[config.mk]
export PLATFORM = sky130hd
export DESIGN_NAME = hzc_classifier
export DESIGN_NICKNAME = d
export VERILOG_FILES = /design/src/rtl/hzc_pkg.sv /design/src/rtl/hzc_pair_cmp.sv /design/src/rtl/hzc_matrix.sv /design/src/rtl/hzc_shadow.sv /design/src/rtl/hzc_classifier.sv
export SDC_FILE = /design/constraint.sdc
export NUM_CORES = 1
export LEC_CHECK = 0
export CAP_MARGIN = 25
export CORE_MARGIN = 5
export CORE_UTILIZATION = 48
export CTS_CLUSTER_DIAMETER = 50
export CTS_CLUSTER_SIZE = 24
export DETAILED_ROUTE_END_ITERATION = 10
export PLACE_DENSITY = 0.88
export SLEW_MARGIN = 25
export SYNTH_ARGS = -nofsm -noshare
export SYNTH_HDL_FRONTEND = slang
export SYNTH_SLANG_ARGS = --single-unit
[constraint.sdc]
create_clock -name clk -period 1.25 [get_ports clk]
set_input_delay 0.125 -clock clk [delete_from_list [all_inputs] [get_ports clk]]
set_output_delay 0.125 -clock clk [all_outputs]
set_load 0.01 [all_outputs]
[src/rtl/hzc_pkg.sv]
package hzc_pkg;

    localparam int REG_W = 4;

    typedef logic [REG_W-1:0] reg_id_t;

    typedef struct packed {
        reg_id_t dst;
        reg_id_t src_a;
        reg_id_t src_b;
        logic    br;
    } slot_t;

    typedef struct packed {
        logic raw;
        logic war;
        logic waw;
    } pair_flags_t;

    function automatic logic slot_reads(slot_t s, reg_id_t r);
        return (s.src_a == r) || (s.src_b == r);
    endfunction

    function automatic logic slot_writes(slot_t s);
        return !s.br;
    endfunction

endpackage

[src/rtl/hzc_pair_cmp.sv]
module hzc_pair_cmp
    import hzc_pkg::*;
(
    input  slot_t       early,
    input  slot_t       late,
    output pair_flags_t flags
);
    always_comb begin
        flags.raw = slot_writes(early) && slot_reads(late, early.dst);
        flags.war = slot_writes(late) && slot_reads(early, late.dst);
        flags.waw = slot_writes(early) && slot_writes(late) && (early.dst == late.dst);
    end
endmodule

[src/rtl/hzc_matrix.sv]
module hzc_matrix
    import hzc_pkg::*;
#(
    parameter int DEPTH = 6
) (
    input  slot_t [DEPTH-1:0]       win,
    output logic  [DEPTH*DEPTH-1:0] raw_m,
    output logic  [DEPTH*DEPTH-1:0] war_m,
    output logic  [DEPTH*DEPTH-1:0] waw_m
);
    for (genvar e = 0; e < DEPTH; e++) begin : g_early
        for (genvar l = 0; l < DEPTH; l++) begin : g_late
            localparam int BIT = e * DEPTH + l;
            if (l > e) begin : g_pair
                pair_flags_t pf;
                hzc_pair_cmp u_cmp (
                    .early (win[e]),
                    .late  (win[l]),
                    .flags (pf)
                );
                assign raw_m[BIT] = pf.raw;
                assign war_m[BIT] = pf.war;
                assign waw_m[BIT] = pf.waw;
            end else begin : g_none
                assign raw_m[BIT] = 1'b0;
                assign war_m[BIT] = 1'b0;
                assign waw_m[BIT] = 1'b0;
            end
        end
    end
endmodule

[src/rtl/hzc_shadow.sv]
module hzc_shadow #(
    parameter int DEPTH = 6
) (
    input  logic [DEPTH-1:0] br,
    output logic [DEPTH-1:0] shadow
);
    for (genvar j = 0; j < DEPTH; j++) begin : g_slot
        if (j == 0) begin : g_head
            assign shadow[j] = 1'b0;
        end else begin : g_tail
            assign shadow[j] = br[j-1];
        end
    end
endmodule

[src/rtl/hzc_classifier.sv]
module hzc_classifier
    import hzc_pkg::*;
#(
    parameter int DEPTH = 6,
    localparam int RW   = hzc_pkg::REG_W,
    localparam int MW   = DEPTH * DEPTH
) (
    input  logic                clk,
    input  logic                rst,
    input  logic                load,
    input  logic [DEPTH*RW-1:0] win_dst,
    input  logic [DEPTH*RW-1:0] win_src_a,
    input  logic [DEPTH*RW-1:0] win_src_b,
    input  logic [DEPTH-1:0]    win_br,
    output logic                done,
    output logic [MW-1:0]       raw_map,
    output logic [MW-1:0]       war_map,
    output logic [MW-1:0]       waw_map,
    output logic [DEPTH-1:0]    ctrl_map
);
    slot_t [DEPTH-1:0] win;
    logic  [MW-1:0]    raw_n, war_n, waw_n;
    logic  [DEPTH-1:0] ctrl_n;

    always_comb begin
        for (int s = 0; s < DEPTH; s++) begin
            win[s].dst   = win_dst[s*RW +: RW];
            win[s].src_a = win_src_a[s*RW +: RW];
            win[s].src_b = win_src_b[s*RW +: RW];
            win[s].br    = win_br[s];
        end
    end

    hzc_matrix #(.DEPTH(DEPTH)) u_matrix (
        .win   (win),
        .raw_m (raw_n),
        .war_m (war_n),
        .waw_m (waw_n)
    );

    hzc_shadow #(.DEPTH(DEPTH)) u_shadow (
        .br     (win_br),
        .shadow (ctrl_n)
    );

    always_ff @(posedge clk) begin
        if (rst) begin
            done     <= 1'b0;
            raw_map  <= '0;
            war_map  <= '0;
            waw_map  <= '0;
            ctrl_map <= '0;
        end else begin
            done <= load;
            if (load) begin
                raw_map  <= raw_n;
                war_map  <= war_n;
                waw_map  <= waw_n;
                ctrl_map <= ctrl_n;
            end
        end
    end
endmodule

Word level (Yosys, flattened, before mapping) --
Cells that the tools add are included.
Operators by class: reduce and logical (&&, ||, !) cells 96, equal/unequal tests 75
Operator list (number):
- $eq A4 B4 Y1 | 75
- $logic_and A1 B1 Y1 | 60
- $logic_or A1 B1 Y1 | 30
- $logic_not A1 Y1 | 6
Storage, ports and cells: output and inout bits 115, bits in registers 51

Depth between registers and ports, before layout --
Gate-level depths: netlist of the first run.
depth in word-level cells 3, depth in mapped cells 6, depth with buffers taken out 4

Modules after synthesis --
Synthesis of the first run repeated with hierarchy kept, for this count alone.
Second synthesis, totals: cells, all modules 906, area total of the unflattened synthesis 8090.3 sq um
Modules (own cells, without submodules):
- hzc_classifier | cells each 370, area each 4073.9 sq um, times used 1
- hzc_pair_cmp | cells each 31, area each 232.7 sq um, times used 15
- hzc_matrix | cells each 64, area each 476.7 sq um, times used 1
- hzc_shadow | cells each 7, area each 48.8 sq um, times used 1

Least setup slack after synthesis of the first run --
Ideal clock, no wire load.
path kind in2reg, start point input win_dst[22], end point register war_map[23], setup slack 0.266 ns, setup time 0.117 ns, required time 1.133 ns, stages on the path 6, buffers on the path 2, arrival 0.867 ns, cell sequence buf_4 > buf_6 > xnor2_1 > nand4_1 > o41ai_1 > a22o_1
Between the ends: cells in the longest elaborated chain, start to end 3
RTL lines:
- from (decl) | RTL line hzc_classifier.sv:11 | input logic [DEPTH*RW-1:0] win_dst,
- $eq A4 B4 Y1 | RTL line hzc_pkg.sv:21 | return (s.src_a == r) || (s.src_b == r);
- $logic_or A1 B1 Y1 * | RTL line hzc_pkg.sv:21
- $logic_and A1 B1 Y1 * | RTL line hzc_pair_cmp.sv:10 | flags.war = slot_writes(late) && slot_reads(early, late.dst);
- to (signal assigned) | RTL line hzc_classifier.sv:57 | war_map <= war_n;
- to (decl) | RTL line hzc_classifier.sv:17 | output logic [MW-1:0] war_map,
Mark *: on every way between the ends. The rest lies on a longest branch, timed or not. A chain may end at the register's enable or synchronous reset.

Final worst setup path of the first run --
start point input win_src_a[3], end point register war_map[1]
Between the ends: cells in the longest elaborated chain, start to end 3
RTL lines:
- from (decl) | RTL line hzc_classifier.sv:12 | input logic [DEPTH*RW-1:0] win_src_a,
- $eq A4 B4 Y1 | RTL line hzc_pkg.sv:21
- $logic_or A1 B1 Y1 | RTL line hzc_pkg.sv:21
- $logic_and A1 B1 Y1 | RTL line hzc_pair_cmp.sv:10
Every way passes these cells.

==> results of run 1 <==
==> cells by family after synthesis <==
group / Yosys count / share of synthesized area
AND/OR/NAND/NOR: 93 / 0.0873
flip-flops: 51 / 0.166
XOR/XNOR: 300 / 0.428
buffers and inverters: 170 / 0.209
AO/OA/AOI/OAI: 75 / 0.0998
multiplexers: 5 / 0.00816
other: 1 / 0.000611
==> cell type report <==
cell class | instances | area [sq um] | area share
flip-flops and latches | 51 | 1020 | 0.121
well taps | 172 | 215 | 0.0254
multi-input cells | 537 | 4290 | 0.507
clock inverters | 3 | 47.5 | 0.00562
repair buffers | 265 | 2760 | 0.326
inverters | 1 | 3.75 | 0.000444
clock buffers | 5 | 125 | 0.0148
==> where the power goes <==
part | leakage (nW) | switching [mW] | internal [mW]
clock network | 0.0844 | 0.744 | 0.959
registers | 0.413 | 0.0247 | 1.66
logic | 3.38 | 1.44 | 1.30
total | 3.88 | 2.20 | 3.92
==> cells in the final DEF (no fill, tap or decap), drive strengths merged <==
master / n
a21oi: 15
clkdlybuf4s50: 38
dlymetal6s2s: 27
clkbuf: 12
nor3: 16
xor2: 138
dlygate4sd2: 66
xnor2: 162
nand4: 44
inv: 2
bufinv: 1
mux2i: 5
conb: 64
buf: 127
a22o: 30
clkinv: 1
dfxtp: 51
nand3: 1
nor2: 12
nand2b: 20
o41ai: 30
==> registers in the layout, summed over array words and instances (netlist names) <==
signal,count
ctrl_map,5
done,1
raw_map,15
war_map,15
waw_map,15
==> repair_timing <==
item                                   CTS  global route
hold buffers                             0             0
resized for setup                       93            44
pin swaps                               13            17
setup endpoints to repair               89            34
setup buffers                            4            29
endpoints found under the hold margin    0             0
cloned                                   0             7
==> worst max-delay path: stages <==
cell and delay (ps):
clkdlybuf4s50_1 580, xnor2_1 340, nand4_1 220, o41ai_2 110
a22o_1 180
==> metal layers <==
layer / global-route usage / share of wire / vias up
li1: - / - / 2470
met1: 0.337 / 0.34 / 2745
met2: 0.425 / 0.45 / 559
met3: 0.0586 / 0.13 / 174
met4: 0.152 / 0.076 / 0
met5: 0 / 0 / -
==> path summary, 6_finish.rpt <==
check / start / slack [ps] / to
worst max-delay path: win_src_a[3] / -50 / war_map[1]
worst min-delay path: load / 300 / waw_map[15]
worst max register to register: war_map[29] / 550 / war_map[29]
worst min register to register: waw_map[23] / 480 / waw_map[23]
==> stage by stage <==
step / total power, mW / std cells
after floorplan: 3.44 / 758
after global placement: 3.99 / 986
after detailed placement: 4.07 / 986
after CTS: 5.77 / 998
after global routing: 6.29 / 1034
final: 6.12 / 1034
==> metrics, run 1 <==
clock root buffer clkbuf_16; Final period util 1.04; core area 12600 sq um; Die Ht 123 um; Final ANT Viol Nets 0; Fin. Hold Viols 0; min setup slack post-route -46.8 ps; synthesized netlist cell count 695; wire per inst 23.1 um; worst endpoint required time 1520 ps; fin crit period 1300 ps; PortBufs 131; Setup WS pre-CTS -546 ps; failing checks setup timing; FP Rows 41; YS warnings 0; TritonCTS buffer count 5; top area cells in the synthesized netlist xnor2_1, xor2_1, dfxtp_1; vias in the first global route 5668; fraction of layout cells with a size suffix above 1 0.209; final slew viol count 0; Synth top cells by count xnor2_1, xor2_1, buf_4; setup violators final 5; pin count of the biggest net entering global routing 31; Via density 5.75; FMAX 771 MHz; Worst-path clk slew 80 ps; gpl congestion 0.943; starting density of the core 0.488; routed wire length 23900 um; pwr dens 724 nW/um^2; Hold WS 304 ps; grt ovf 0; post-synth top area cell xnor2_1; Setup TNS -143 ps; post-synth top area share 0.231; io pins 196; most frequent cell after synthesis xnor2_1; Hold Path Stages 4; first-pass GRT wire length 31400 um; worst reg-to-reg path cell count 1; via count 5948; Util after Layout 0.673; number of flops mapped to enable cells by yosys 0; DR pass1 iterations 6; DRC 0; CP Max Fanout 5; Mapped Area 6130 sq um; fraction of registers with async set/reset 0; max_cap viols 0; post-synthesis register bit count 51; # fillers 903; nets 942; CTS tree yes; LEAKAGE 3.88 nW; Setup CP Type in -> reg; GRT Total Usage 0.268; initial antenna violation count 0; initial DRC count 615; clk buf depth 2; Die Area 15100 sq um; status finished, violations left; distinct cell type count after synthesis 25; Hold Crit Class in -> reg; Post-DP Area 7610 sq um; worst skew pair latency 300 ps; Die W 123 um; area delta synth->final 37.9%; final instance area 8460 sq um; H-tree depth 2; clk sinks 51; register area share after synthesis 0.166; # diodes 0; Setup Skew 0 ps; startpoint types input pin; hpwl dp 15100 um; peak supply drop 0.629 mV; Crit. End Element register; syn_area_per_cell 8.83 sq um; Critical Path AT 1560 ps; Main synth FF type dfxtp_1
(Power assumes the default switching activity.)
==> inputs of run 2 (changes only) <==
CTS_CLUSTER_DIAMETER = unset   (was 50)
==> results of run 2 <==
No change in the layout: final DEF, timing and power equal those of run 1.
==> inputs of run 3 (changes only) <==
CTS_CLUSTER_DIAMETER = 200   (was unset)
==> results of run 3 <==
No change in the layout: final DEF, timing and power equal those of run 1.
